[src/rtl/pr_iso_pkg.sv]
package pr_iso_pkg;

  typedef enum logic [1:0] {
    ST_OPEN    = 2'd0,
    ST_CLOSING = 2'd1,
    ST_SEALED  = 2'd2,
    ST_OPENING = 2'd3
  } iso_state_e;

  localparam int unsigned OFS_STATUS  = 0;
  localparam int unsigned OFS_CTRL    = 4;
  localparam int unsigned OFS_ERR     = 8;
  localparam int unsigned OFS_VERSION = 12;
  localparam int unsigned VERSION_VAL = 2;

  localparam int unsigned ERR_W = 3;
  localparam logic [ERR_W-1:0] ERR_NONE  = 3'd0;
  localparam logic [ERR_W-1:0] ERR_MULTI = 3'd1;
  localparam logic [ERR_W-1:0] ERR_FRZ   = 3'd2;
  localparam logic [ERR_W-1:0] ERR_REL   = 3'd3;
  localparam logic [ERR_W-1:0] ERR_RST   = 3'd4;

  // Control bit positions
  localparam int unsigned CB_FREEZE  = 0;
  localparam int unsigned CB_RESET   = 1;
  localparam int unsigned CB_RELEASE = 2;

  // Classify a control request against the current stable state.
  function automatic logic [ERR_W-1:0] classify_req(input logic [2:0] req,
                                                     input logic is_open,
                                                     input logic is_sealed);
    logic [ERR_W-1:0] code;
    if ($countones(req) > 1)                     code = ERR_MULTI;
    else if (req[CB_FREEZE]  && !is_open)        code = ERR_FRZ;
    else if (req[CB_RELEASE] && !is_sealed)      code = ERR_REL;
    else if (req[CB_RESET]   && !is_sealed)      code = ERR_RST;
    else                                         code = ERR_NONE;
    return code;
  endfunction

  // Last count value of a wait of n cycles starting at zero.
  function automatic int unsigned last_count(input int unsigned n);
    return (n == 0) ? 0 : n - 1;
  endfunction

endpackage

[src/rtl/pr_iso_fsm.sv]
module pr_iso_fsm
  import pr_iso_pkg::*;
#(
  parameter int unsigned HOLD_CYCLES    = 8,
  parameter int unsigned RELEASE_CYCLES = 2
) (
  input  logic       clk,
  input  logic       rst_n,
  input  logic       freeze_go,
  input  logic       release_go,
  input  logic       region_ack,
  output logic       st_open,
  output logic       st_sealed,
  output logic [1:0] stat_bits,
  output logic       region_iso
);

  localparam int unsigned MAXC  = (HOLD_CYCLES > RELEASE_CYCLES) ? HOLD_CYCLES : RELEASE_CYCLES;
  localparam int unsigned CNT_W = (MAXC < 2) ? 1 : $clog2(MAXC);
  localparam logic [CNT_W-1:0] HOLD_LAST = CNT_W'(last_count(HOLD_CYCLES));
  localparam logic [CNT_W-1:0] REL_LAST  = CNT_W'(last_count(RELEASE_CYCLES));

  iso_state_e       state_q;
  logic [CNT_W-1:0] cnt_q;
  logic [1:0]       stat_q;   // {open_done, frozen_done}

  // Named internal events
  logic close_done;
  logic open_done;

  assign close_done = (state_q == ST_CLOSING) && (region_ack || cnt_q == HOLD_LAST);
  assign open_done  = (state_q == ST_OPENING) && (cnt_q == REL_LAST);

  always_ff @(posedge clk or negedge rst_n) begin
    if (!rst_n) begin
      state_q <= ST_OPEN;
      cnt_q   <= '0;
      stat_q  <= 2'b10;
    end else begin
      unique case (state_q)
        ST_OPEN: if (freeze_go) begin
          state_q <= ST_CLOSING;
          cnt_q   <= '0;
        end
        ST_CLOSING: if (close_done) begin
          state_q <= ST_SEALED;
          stat_q  <= 2'b01;
        end else begin
          cnt_q <= cnt_q + 1'b1;
        end
        ST_SEALED: if (release_go) begin
          state_q <= ST_OPENING;
          cnt_q   <= '0;
        end
        ST_OPENING: if (open_done) begin
          state_q <= ST_OPEN;
          stat_q  <= 2'b10;
        end else begin
          cnt_q <= cnt_q + 1'b1;
        end
        default: state_q <= ST_OPEN;
      endcase
    end
  end

  assign st_open    = (state_q == ST_OPEN);
  assign st_sealed  = (state_q == ST_SEALED);
  assign stat_bits  = stat_q;
  assign region_iso = (state_q != ST_OPEN);

  // exactly one completion flag is reported at any time
  p_status_single_r1: assert property (@(posedge clk) disable iff (!rst_n)
    $countones(stat_q) == 1);

  // an accepted freeze isolates the region on the next cycle
  p_go_isolates_r4: assert property (@(posedge clk) disable iff (!rst_n)
    freeze_go |=> region_iso);

  // frozen status is only reported with isolation up
  p_frozen_isolated_r4: assert property (@(posedge clk) disable iff (!rst_n)
    stat_q[0] |-> region_iso);

  // the cycle limit always completes the freeze
  p_timeout_r5: assert property (@(posedge clk) disable iff (!rst_n)
    (state_q == ST_CLOSING && cnt_q == HOLD_LAST) |=> stat_q == 2'b01);

  // completing a release reports open status
  p_release_status_r7: assert property (@(posedge clk) disable iff (!rst_n)
    $fell(region_iso) |-> stat_q == 2'b10);

endmodule

[src/rtl/pr_iso_regs.sv]
module pr_iso_regs
  import pr_iso_pkg::*;
#(
  parameter int unsigned DATA_W = 32,
  parameter int unsigned ADDR_W = 5
) (
  input  logic              clk,
  input  logic              rst_n,
  input  logic              wr_en,
  input  logic [ADDR_W-1:0] addr,
  input  logic [DATA_W-1:0] wdata,
  input  logic              st_open,
  input  logic              st_sealed,
  input  logic [1:0]        stat_bits,
  output logic [DATA_W-1:0] rdata,
  output logic              freeze_go,
  output logic              release_go,
  output logic [2:0]        ctrl_bits
);

  logic [2:0]       ctrl_q;
  logic [ERR_W-1:0] err_q;

  logic             wr_ctrl;
  logic             wr_err;
  logic [2:0]       req;
  logic [ERR_W-1:0] req_code;
  logic             illegal_ev;
  logic             accept_ev;

  assign wr_ctrl    = wr_en && (addr == ADDR_W'(OFS_CTRL));
  assign wr_err     = wr_en && (addr == ADDR_W'(OFS_ERR));
  assign req        = wdata[2:0];
  assign req_code   = classify_req(req, st_open, st_sealed);
  assign illegal_ev = wr_ctrl && (req_code != ERR_NONE);
  assign accept_ev  = wr_ctrl && (req_code == ERR_NONE);
  assign freeze_go  = accept_ev && req[CB_FREEZE];
  assign release_go = accept_ev && req[CB_RELEASE];

  always_ff @(posedge clk or negedge rst_n) begin
    if (!rst_n) begin
      ctrl_q <= '0;
      err_q  <= ERR_NONE;
    end else begin
      if (accept_ev) ctrl_q <= req;
      if (illegal_ev)               err_q <= req_code;
      else if (wr_err && wdata[0])  err_q <= ERR_NONE;
    end
  end

  always_comb begin
    rdata = '0;
    if (addr == ADDR_W'(OFS_STATUS))       rdata[1:0]       = stat_bits;
    else if (addr == ADDR_W'(OFS_CTRL))    rdata[2:0]       = ctrl_q;
    else if (addr == ADDR_W'(OFS_ERR))     rdata[ERR_W-1:0] = err_q;
    else if (addr == ADDR_W'(OFS_VERSION)) rdata            = DATA_W'(VERSION_VAL);
  end

  assign ctrl_bits = ctrl_q;

  // an illegal request records its code
  p_err_latch_r8: assert property (@(posedge clk) disable iff (!rst_n)
    illegal_ev |=> err_q == $past(req_code));

  // an illegal request leaves control untouched
  p_err_noeffect_r8: assert property (@(posedge clk) disable iff (!rst_n)
    illegal_ev |=> $stable(ctrl_q));

  // an illegal request starts no operation
  p_err_no_go_r8: assert property (@(posedge clk) disable iff (!rst_n)
    illegal_ev |-> !freeze_go && !release_go);

  // writing 1 to the error register clears it
  p_err_clear_r9: assert property (@(posedge clk) disable iff (!rst_n)
    (wr_err && wdata[0]) |=> err_q == ERR_NONE);

endmodule

[src/rtl/pr_iso_ctrl.sv]
module pr_iso_ctrl
  import pr_iso_pkg::*;
#(
  parameter int unsigned DATA_W         = 32,
  parameter int unsigned ADDR_W         = 5,
  parameter int unsigned HOLD_CYCLES    = 8,
  parameter int unsigned RELEASE_CYCLES = 2
) (
  input  logic              clk,
  input  logic              rst_n,
  input  logic              bus_wr,
  input  logic [ADDR_W-1:0] bus_addr,
  input  logic [DATA_W-1:0] bus_wdata,
  output logic [DATA_W-1:0] bus_rdata,
  output logic              iso_freeze,
  output logic              iso_reset,
  input  logic              iso_ack
);

  logic       freeze_go;
  logic       release_go;
  logic       st_open;
  logic       st_sealed;
  logic [1:0] stat_bits;
  logic [2:0] ctrl_bits;

  pr_iso_regs #(
    .DATA_W(DATA_W),
    .ADDR_W(ADDR_W)
  ) u_regs (
    .clk       (clk),
    .rst_n     (rst_n),
    .wr_en     (bus_wr),
    .addr      (bus_addr),
    .wdata     (bus_wdata),
    .st_open   (st_open),
    .st_sealed (st_sealed),
    .stat_bits (stat_bits),
    .rdata     (bus_rdata),
    .freeze_go (freeze_go),
    .release_go(release_go),
    .ctrl_bits (ctrl_bits)
  );

  pr_iso_fsm #(
    .HOLD_CYCLES   (HOLD_CYCLES),
    .RELEASE_CYCLES(RELEASE_CYCLES)
  ) u_fsm (
    .clk       (clk),
    .rst_n     (rst_n),
    .freeze_go (freeze_go),
    .release_go(release_go),
    .region_ack(iso_ack),
    .st_open   (st_open),
    .st_sealed (st_sealed),
    .stat_bits (stat_bits),
    .region_iso(iso_freeze)
  );

  assign iso_reset = ctrl_bits[CB_RESET];

  // the region reset is only driven while fully frozen
  p_reset_only_sealed_r6: assert property (@(posedge clk) disable iff (!rst_n)
    iso_reset |-> (st_sealed && iso_freeze));

  // reset is gone before isolation is released
  p_reset_first_r7: assert property (@(posedge clk) disable iff (!rst_n)
    $fell(iso_freeze) |-> !iso_reset);

endmodule

[config.mk]
export PLATFORM = sky130hd
export DESIGN_NAME = pr_iso_ctrl
export DESIGN_NICKNAME = d
export VERILOG_FILES = /design/src/rtl/pr_iso_pkg.sv /design/src/rtl/pr_iso_fsm.sv /design/src/rtl/pr_iso_regs.sv /design/src/rtl/pr_iso_ctrl.sv
export SDC_FILE = /design/constraint.sdc
export NUM_CORES = 1
export LEC_CHECK = 0
export BUFFER_PORTS_ARGS = -buffer_cell sky130_fd_sc_hd__buf_2
export CORE_MARGIN = 3
export CORE_UTILIZATION = 45
export CTS_CLUSTER_DIAMETER = 200
export DETAILED_ROUTE_END_ITERATION = 7
export PLACE_DENSITY = 0.85
export SLEW_MARGIN = 10
export SYNTH_ARGS = -nofsm -noshare
export SYNTH_HDL_FRONTEND = slang
export SYNTH_SLANG_ARGS = --single-unit
export TNS_END_PERCENT = 1
[constraint.sdc]
create_clock -name clk -period 4.94 [get_ports clk]
set_input_delay 0.494 -clock clk [delete_from_list [all_inputs] [get_ports clk]]
set_output_delay 0.494 -clock clk [all_outputs]
set_load 0.05 [all_outputs]
# Word level (Yosys, flattened, before mapping)
# Index checks and enable logic that the tools add are counted.
# op_classes
n_mux,26
eq_ne,14
addsub,3
order_cmp,1
reduce_logical,25
# ops
operator,count
29-bit two-way mux,2
3-bit two-way mux,12
32-bit by 1-bit adder with 32-bit output,1
32-bit by 2-bit > comparator with 1-bit output (second input constant),1
30-bit two-way mux,1
2-bit two-way mux,8
1-bit logical AND,12
3-bit case mux with 4 select lines,1
5-bit by 4-bit equality test with 1-bit output (second input constant),2
2-bit != test (second input constant),4
2-bit case mux with 4 select lines,1
4-bit AND reduction,2
2-bit nonzero test,3
5-bit by 3-bit equality test with 1-bit output (second input constant),1
5-bit logical NOT,1
2-bit equality test (second input constant),2
2-bit by 1-bit != test with 1-bit output (second input constant),2
2-bit case mux with 2 select lines,1
3-bit by 1-bit adder with 3-bit output (second input constant),1
3-bit by 1-bit equality test with 1-bit output (second input constant),1
3-bit equality test (second input constant),1
3-bit logical NOT,1
3-bit AND reduction,1
3-bit nonzero test,1
other kinds (5),6
# word_totals
regBits,13
word_cells,74
in_bits,41
out_inout_bits,34

# Longest topological paths before layout
# Gate-level depths: netlist of the first run.
# depth
word_depth,12
depth_mapped,7
depth_no_buf,7

# Modules after synthesis
# From an unflattened synthesis of the first run, not the netlist that was laid out.
# unflattened
cells_unflattened,125
hier_area_um2,1153.6
# by_module_without_submodules
module,seq_area_each_um2,area_per_inst_um2,n_inst,cells_per_inst
pr_iso_regs,150.1,666.9,1,81
pr_iso_fsm,176.4,486.7,1,44

# Worst setup path after synthesis of the first run
# Ideal clock, no wire load.
# synth_path
kind,input to output
start,in bus_addr[4]
end,out bus_rdata[1]
slack_ns,2.381
t_required_ns,4.446
arrival_time_ns,2.065
stages,2
path_buffers,0
path_cell_list,or3_1 -> a211oi_1
# synth_via
elab_chain_cells,5
word_cells_on_any_way,8
classes_between,eq/ne (3); mux (4); reduce/logical (1)
# synth_lines
item,line_no,text
from (decl),pr_iso_ctrl.sv:12,"input logic [ADDR_W-1:0] bus_addr,"
5-bit by 4-bit equality test with 1-bit output,pr_iso_regs.sv:56,else if (addr == ADDR_W'(OFS_VERSION)) rdata = DATA_W'(VERSION_VAL);
2-bit two-way mux,pr_iso_regs.sv:56,
3-bit two-way mux,pr_iso_regs.sv:55,else if (addr == ADDR_W'(OFS_ERR)) rdata[ERR_W-1:0] = err_q;
3-bit two-way mux,pr_iso_regs.sv:54,else if (addr == ADDR_W'(OFS_CTRL)) rdata[2:0] = ctrl_q;
2-bit two-way mux (*),pr_iso_regs.sv:53,if (addr == ADDR_W'(OFS_STATUS)) rdata[1:0] = stat_bits;
to (decl),pr_iso_ctrl.sv:14,"output logic [DATA_W-1:0] bus_rdata,"
# Mark *: on every way between the ends. The rest lies on a longest branch, timed or not.

# Final worst setup path of the first run
# layout_path
start,reg u_fsm.state_q[0]
end,reg u_fsm.cnt_q[0]
# layout_via
elab_chain_cells,12
word_cells_on_any_way,25
classes_between,eq/ne (7); mux (5); reduce/logical (13)
# layout_lines
item,line_no,text
from (decl),pr_iso_fsm.sv:23,iso_state_e state_q;
from (signal assigned),pr_iso_fsm.sv:36,state_q <= ST_OPEN;
from (signal assigned),pr_iso_fsm.sv:42,state_q <= ST_CLOSING;
from (signal assigned),pr_iso_fsm.sv:46,state_q <= ST_SEALED;
2-bit equality test,"pr_iso_fsm.sv:40, pr_iso_fsm.sv:67",
1-bit logical NOT,"pr_iso_pkg.sv:35, pr_iso_pkg.sv:36",
1-bit logical AND,pr_iso_pkg.sv:36,else if (req[CB_RESET] && !is_sealed) code = ERR_RST;
3-bit two-way mux,pr_iso_pkg.sv:36,
3-bit two-way mux,pr_iso_pkg.sv:35,else if (req[CB_RELEASE] && !is_sealed) code = ERR_REL;
3-bit two-way mux,pr_iso_pkg.sv:34,else if (req[CB_FREEZE] && !is_open) code = ERR_FRZ;
3-bit two-way mux,pr_iso_pkg.sv:33,if ($countones(req) > 1) code = ERR_MULTI;
3-bit logical NOT,pr_iso_regs.sv:36,assign accept_ev = wr_ctrl && (req_code == ERR_NONE);
1-bit logical AND,pr_iso_regs.sv:36,
"1-bit logical AND, on equally long branches","pr_iso_regs.sv:38, pr_iso_regs.sv:37",
2-bit != test (no line),--,
4-bit AND reduction (no line),--,
to (signal assigned),pr_iso_fsm.sv:49,cnt_q <= cnt_q + 1'b1;
to (signal assigned),pr_iso_fsm.sv:59,cnt_q <= cnt_q + 1'b1;
to (decl),pr_iso_fsm.sv:24,logic [CNT_W-1:0] cnt_q;
# Several ways; a longest one is shown, not always the timed one.
# A chain may end at the register's enable or synchronous reset.

==> results of run 1 <==
[report_power, final]
group	leakage, nW	total (mW)	internal [mW]	switching (mW)
sequential	0.161	0.172	0.145	0.0268
combinational	0.427	0.331	0.122	0.209
clock	0.0150	0.0704	0.0314	0.0390
total	0.603	0.573	0.298	0.275
[critical path: cells and delay by family, from the launching register on]
family	cells	cell delay, ns
compound gates	2	0.54
flops	1	0.42
mux	1	0.33
buf+inv	1	0.12
fa+ha+maj	1	0.29
simple gates	2	0.42
[synthesized netlist by cell type (2+ instances only)]
master                      n  area, um^2
sky130_fd_sc_hd__a211oi_1   2        15.0
sky130_fd_sc_hd__mux2_2     2        22.5
sky130_fd_sc_hd__o21ai_0    7        35.0
sky130_fd_sc_hd__buf_4     30         225
sky130_fd_sc_hd__dfrtp_1   12         300
sky130_fd_sc_hd__nor2b_1    3        18.8
sky130_fd_sc_hd__inv_1     10        37.5
sky130_fd_sc_hd__ha_1       8         100
sky130_fd_sc_hd__mux2i_1    3        30.0
sky130_fd_sc_hd__nor2_1    10        37.5
sky130_fd_sc_hd__nand2_1    4        15.0
sky130_fd_sc_hd__a21oi_1    4        20.0
[layout make-up]
class | instances | area share [%]
timing repair buffer | 16 | 6.92
tap | 28 | 3.03
inverter | 10 | 3.24
clock buffer | 4 | 2.27
multi-input combinational | 98 | 56.3
sequential | 13 | 28.2
[worst max path at each step]
| stage | slack, ns | cells after the start | from | end |
|---|---|---|---|---|
| after floorplan | 2.38 | 2 | bus_addr[4] | bus_rdata[1] |
| after global routing | 2.54 | 7 | u_fsm.state_q[0] | u_fsm.cnt_q[0] |
| final | 2.70 | 7 | u_fsm.state_q[0] | u_fsm.cnt_q[0] |
| after global placement | 2.47 | 7 | bus_wdata[0] | u_fsm.cnt_q[0] |
| after CTS | 2.69 | 7 | u_fsm.state_q[0] | u_fsm.cnt_q[0] |
| after detailed placement | 2.43 | 7 | bus_wdata[0] | u_fsm.cnt_q[0] |
[registers in the layout, indices dropped and copies added (netlist names)]
| name | count |
|---|---|
| u_fsm.cnt_q | 3 |
| u_fsm.stat_bits | 2 |
| u_fsm.state_q | 2 |
| u_regs.ctrl_bits | 3 |
| u_regs.err_q | 3 |
[routing by layer]
layer  track usage, %  vias to the layer above  share of wire [%]
li1                 -                      398                  -
met1             14.9                      379                 41
met2             22.5                       25                 50
met3             4.41                        4                7.5
met4             5.08                        0                1.4
met5                0                        -                  0
[logic make-up (layout without fill, tap and decap cells)]
kind of cell | after synthesis | count (layout) | synth area share [%]
muxes | 7 | 7 | 6.94
adders and majority gates | 8 | 8 | 8.81
AOI/OAI and AO/OA | 26 | 26 | 18.0
buffers and inverters | 40 | 30 | 23.1
DFF | 13 | 13 | 28.7
and+or+nand+nor | 28 | 28 | 14.1
other | 1 | 29 | 0.330
==> impl_metrics.py, run 1 <==
metrics = {
    "power_and_ir_drop": {
        "power_leakage_nw": 0.603,
        "post-layout-total-power_mw": 0.573,
        "cellPowerDensity_nw_per_um2": 495,
        "peakVddDrop_mv": 0.303,
    },
    "floorplan": {
        "num_io_pins": 75,
        "die_height_um": 56.2,
        "core_region_area_um2": 2300,
        "core.rowCount": 17,
        "die_area_um2": 3160,
        "initial_core_utilization_pct": 49.5,
        "die_width_um": 56.2,
    },
    "setup_path": {
        "timing.critical_path.required_ns": 5.11,
        "reg2reg_depth": 7,
        "critPathSlowestCell": "sky130_fd_sc_hd__dfrtp_1",
        "worstPathMaxFanout": 7,
        "arrival_time_at_the_worst_endpoint_ns": 2.41,
        "timing.rr.start": "u_fsm.state_q[0]",
        "reg_to_reg_endpoint": "u_fsm.cnt_q[0]",
        "critical-path-max-stage-delay_ns": 0.42,
        "reg2reg_setup_slack_ns": 2.70,
        "setup.worst_path.start_class": "register",
        "worstSetupEndpointType": "register",
        "setup.worst_path.class": "reg2reg",
        "path_cells": "inv_1, ha_1, nand2b_2, a211oi_4, a41oi_4, nor3_4, mux2_4",
    },
    "placed_design": {
        "finalWeightedCongestion": 0.822,
        "portBuffers": 16,
        "dp_slack_ns": 2.43,
        "place_area_um2": 1130,
        "hpwlAfterDp_mm": 1.61,
        "placed_instances": 165,
    },
    "finish": {
        "layout_common_cells": "29 x sky130_fd_sc_hd__conb_1, 16 x sky130_fd_sc_hd__buf_2, 12 x sky130_fd_sc_hd__dfrtp_1",
        "sequential_cell_area_um2": 327,
        "area_occupied_by_multi_input_gates_um2": 652,
        "n_antenna_cell": 0,
        "layout.cells.non_filler": 169,
        "nets": 191,
        "fin_util_pct": 50.4,
        "post_route_cells_drive_above_1_share_pct": 20.6,
        "most_common_cell_after_layout_fill_and_taps_aside": "sky130_fd_sc_hd__conb_1",
        "finish.instance_area_um2": 1160,
        "areaGrowthSynthToFinish_pct": 1.87,
        "fillCellCount": 214,
    },
    "timing": {
        "timing.final.hold_violations": 0,
        "final_min_period_over_clock_period_pct": 45.3,
        "final-max-slew-violation-count": 0,
        "timing.final.crit_period_ns": 2.24,
        "setup-violations-final": 0,
        "achievable-frequency_ghz": 0.447,
        "setup_tns_ns": 0,
        "timing.hold.ws_ns": 0.0786,
        "grt_setup_unrepaired": "false",
        "finClkSkew_ns": 0.00680,
        "setup_ws_ns": 2.70,
    },
    "clock_network": {
        "number_of_buffers_created_by_cts": 3,
        "cts_tree": "done",
        "total_of_cells_resized_after_clock_tree_synthesis": 0,
        "cts.reportedPaths.clkPinSlew_ns": 0.09,
        "cts.htree.levels": 1,
        "clock_latency_ns": 0.28,
        "clk_path_buf_depth": 2,
        "clock_tree.root_cell": "sky130_fd_sc_hd__clkbuf_4",
        "cts.hold.buffers_added": 0,
        "numClockSinks": 13,
        "post_cts_setup_buffer_count": 0,
    },
    "synth": {
        "yosysSeqAreaShare_pct": 28.7,
        "avgSynthCellArea_um2": 9.24,
        "synth_flop_cell": "sky130_fd_sc_hd__dfrtp_1",
        "postSynthRegisterBits": 13,
        "netlist_instances": 123,
        "syn_std_cell_area_um2": 1140,
        "yosysWarnings": 0,
        "synth-async-reset-ratio_pct": 100,
        "post_synth_num_cell_types": 40,
        "synth_enable_flop_cells": 0,
    },
    "run_status": {
        "run_status": "finished clean",
    },
    "global_route": {
        "grt_overflow_total": 0,
        "antenna_found_initial": 0,
        "wire_length_of_the_first_global_routing_pass_mm": 3.26,
        "pin_count_of_the_biggest_net_entering_global_routing": 14,
        "grt_use_total_pct": 13.1,
        "number_of_global_route_vias_before_repair": 768,
    },
    "drt": {
        "wl_per_cell_um": 11.5,
        "post_drt_via_cell_ratio": 4.77,
        "routed-via-count": 806,
        "drt_pre_antenna_iters": 4,
        "drt-total-wl_mm": 1.94,
        "route.detailed.drc": 0,
        "postRouteAntennaNets": 0,
        "detail_route.iter0.violations": 14,
    },
    "hold_path": {
        "hold_class": "in2async",
    },
    "flow_run": {
        "reported_max_cap_violation_count": 0,
    },
}
No activity file was read; power rests on OpenSTA's default activity.
==> run 2, diff against run 1 <==
--- a/config.mk
+++ b/config.mk
@@ -7,10 +7,10 @@
 export LEC_CHECK = 0
 export BUFFER_PORTS_ARGS = -buffer_cell sky130_fd_sc_hd__buf_2
 export CORE_MARGIN = 3
-export CORE_UTILIZATION = 45
+export CORE_UTILIZATION = 38
 export CTS_CLUSTER_DIAMETER = 200
 export DETAILED_ROUTE_END_ITERATION = 7
-export PLACE_DENSITY = 0.85
+export PLACE_DENSITY = 0.77
 export SLEW_MARGIN = 10
 export SYNTH_ARGS = -nofsm -noshare
 export SYNTH_HDL_FRONTEND = slang
==> constraint.sdc (replaced) <==
create_clock -name clk -period 2 [get_ports clk]
set_input_delay 0.2 -clock clk [delete_from_list [all_inputs] [get_ports clk]]
set_output_delay 0.2 -clock clk [all_outputs]
set_load 0.05 [all_outputs]
==> impl_metrics.py, run 2 (synthesis gave the netlist of run 1 again) <==
metrics = {
    "setup_path": {
        "worstSetupEndpointType": "register",
        "setup.worst_path.start_class": "register",
        "reg2reg_setup_slack_ns": 0.14,
        "arrival_time_at_the_worst_endpoint_ns": 2.03,
        "path_common_cell": "sky130_fd_sc_hd__ha_1",
        "critical-path-max-stage-delay_ns": 0.42,
        "reg2reg_depth": 6,
        "cpLargestDelayFamily": "flip-flops",
        "critPathSlowestCell": "sky130_fd_sc_hd__dfrtp_1",
        "critPathBufInv": 0,
        "reg_to_reg_endpoint": "u_fsm.cnt_q[0]",
        "timing.rr.start": "u_fsm.cnt_q[0]",
        "setup.worst_path.class": "reg2reg",
        "timing.critical_path.required_ns": 2.17,
        "worst_setup_path_startpoint": "u_fsm.cnt_q[0]",
        "path_cells": "ha_1, ha_1, o21ai_0, o21ai_1, nor3_4, mux2_4",
        "worstPathMaxFanout": 4,
    },
    "finish": {
        "areaGrowthSynthToFinish_pct": 11.2,
        "nets": 202,
        "finish.instance_area_um2": 1260,
        "post_route_cells_drive_above_1_share_pct": 28.3,
        "layout.cells.non_filler": 183,
        "layout_common_cells": "29 x sky130_fd_sc_hd__conb_1, 16 x sky130_fd_sc_hd__buf_2, 12 x sky130_fd_sc_hd__dfrtp_1",
        "n_antenna_cell": 0,
        "most_common_cell_after_layout_fill_and_taps_aside": "sky130_fd_sc_hd__conb_1",
    },
    "run_status": {
        "run_status": "finished clean",
    },
    "placed_design": {
        "placed_instances": 178,
        "portBuffers": 16,
        "hpwlAfterDp_mm": 1.66,
        "finalWeightedCongestion": 0.744,
        "dp_slack_ns": -0.0145,
        "place_area_um2": 1210,
    },
    "floorplan": {
        "core.rowCount": 19,
        "die_height_um": 60.7,
        "initial_core_utilization_pct": 40.5,
        "num_io_pins": 75,
        "die_width_um": 60.7,
        "die_area_um2": 3680,
        "core_region_area_um2": 2810,
    },
    "power_and_ir_drop": {
        "power_leakage_nw": 0.657,
        "peakVddDrop_mv": 0.836,
        "cellPowerDensity_nw_per_um2": 1190,
    },
    "drt": {
        "drt-total-wl_mm": 1.94,
        "route.detailed.drc": 0,
        "postRouteAntennaNets": 0,
        "detail_route.iter0.violations": 38,
        "drt_pre_antenna_iters": 4,
        "wl_per_cell_um": 10.6,
        "routed-via-count": 849,
        "post_drt_via_cell_ratio": 4.64,
    },
    "timing": {
        "timing.final.hold_violations": 0,
        "setup_ws_ns": 0.139,
        "final-max-slew-violation-count": 0,
        "timing.final.crit_period_ns": 1.86,
        "setup-violations-final": 0,
        "grt_setup_unrepaired": "false",
        "finClkSkew_ns": 0.00340,
        "final_min_period_over_clock_period_pct": 93.1,
        "achievable-frequency_ghz": 0.537,
    },
    "clock_network": {
        "clock_latency_ns": 0.28,
        "numClockSinks": 13,
        "cts.htree.levels": 1,
        "clock_tree.root_cell": "sky130_fd_sc_hd__clkbuf_4",
        "clk_path_buf_depth": 2,
        "cts.reportedPaths.clkPinSlew_ns": 0.08,
        "cts_tree": "done",
        "number_of_buffers_created_by_cts": 3,
    },
    "global_route": {
        "pin_count_of_the_biggest_net_entering_global_routing": 14,
        "antenna_found_initial": 0,
        "grt_use_total_pct": 11.9,
        "wire_length_of_the_first_global_routing_pass_mm": 3.24,
        "number_of_global_route_vias_before_repair": 763,
        "grt_overflow_total": 0,
    },
    "hold_path": {
        "worst_hold_startpoint": "bus_wdata[1]",
        "hold_class": "in2reg",
        "hold-path-endpoint": "u_regs.ctrl_bits[1]",
        "hold-path-cell-count": 4,
    },
    "flow_run": {
        "reported_max_cap_violation_count": 0,
    },
}
run 2: timing repair:
| item | in CTS | in global routing |
|---|---|---|
| setup endpoints to repair | 0 | 5 |
| gates resized for setup | 0 | 4 |
| hold endpoints to repair | 12 | 0 |
| hold buffers | 1 | 0 |
| setup buffers | 0 | 0 |
run 2: area by class of cell:
class / count / area [um^2]
Timing Repair Buffer: 27 / 165
Fill cell: 286 / 1540
Clock buffer: 4 / 26.3
Multi-Input combinational cell: 98 / 669
Inverter: 10 / 37.5
Sequential cell: 13 / 327
Tap cell: 31 / 38.8
run 2: worst register-to-register path: stages, from the launching register on:
cell	delay (ns)
sky130_fd_sc_hd__dfrtp_1	0.42
sky130_fd_sc_hd__ha_1	0.22
sky130_fd_sc_hd__ha_1	0.19
sky130_fd_sc_hd__o21ai_0	0.22
sky130_fd_sc_hd__o21ai_1	0.15
sky130_fd_sc_hd__nor3_4	0.25
sky130_fd_sc_hd__mux2_4	0.32
run 2: worst max-delay path by stage:
stage                             endpoint  slack (ns)  depth (start not counted)
final                       u_fsm.cnt_q[0]        0.14                          6
after detailed placement  u_fsm.state_q[1]       -0.01                          7
after global routing        u_fsm.cnt_q[0]        0.01                          6
after floorplan             u_fsm.cnt_q[0]       -0.02                          7
after global placement    u_fsm.state_q[1]        0.03                          7
after CTS                 u_fsm.state_q[1]        0.04                          7
run 2: metrics by stage:
step	TNS (ns)	utilization (%)	hold WS, ns	power (mW)
after floorplan	-0.0211	-	-0.0956	1.15
after global placement	0	43.3	0.0991	1.31
after detailed placement	-0.0145	43.3	0.104	1.34
after CTS	0	44.6	0.244	1.51
after global routing	0	45.0	0.264	1.64
final	0	45.0	0.248	1.50
run 2: per-layer routing:
layer	vias to the layer above	routed length [um]	GRT usage, %	share of wire [%]
met2	37	942	20.5	49
li1	421	-	-	-
met4	0	14	2.79	0.72
met3	4	172	4.47	8.9
met1	387	806	14.1	42
met5	-	0	0	0
run 2: power breakdown:
group          internal [mW]  switching, mW
clock                 0.0775         0.0896
sequential             0.358         0.0536
combinational          0.373          0.547
total                  0.808          0.691
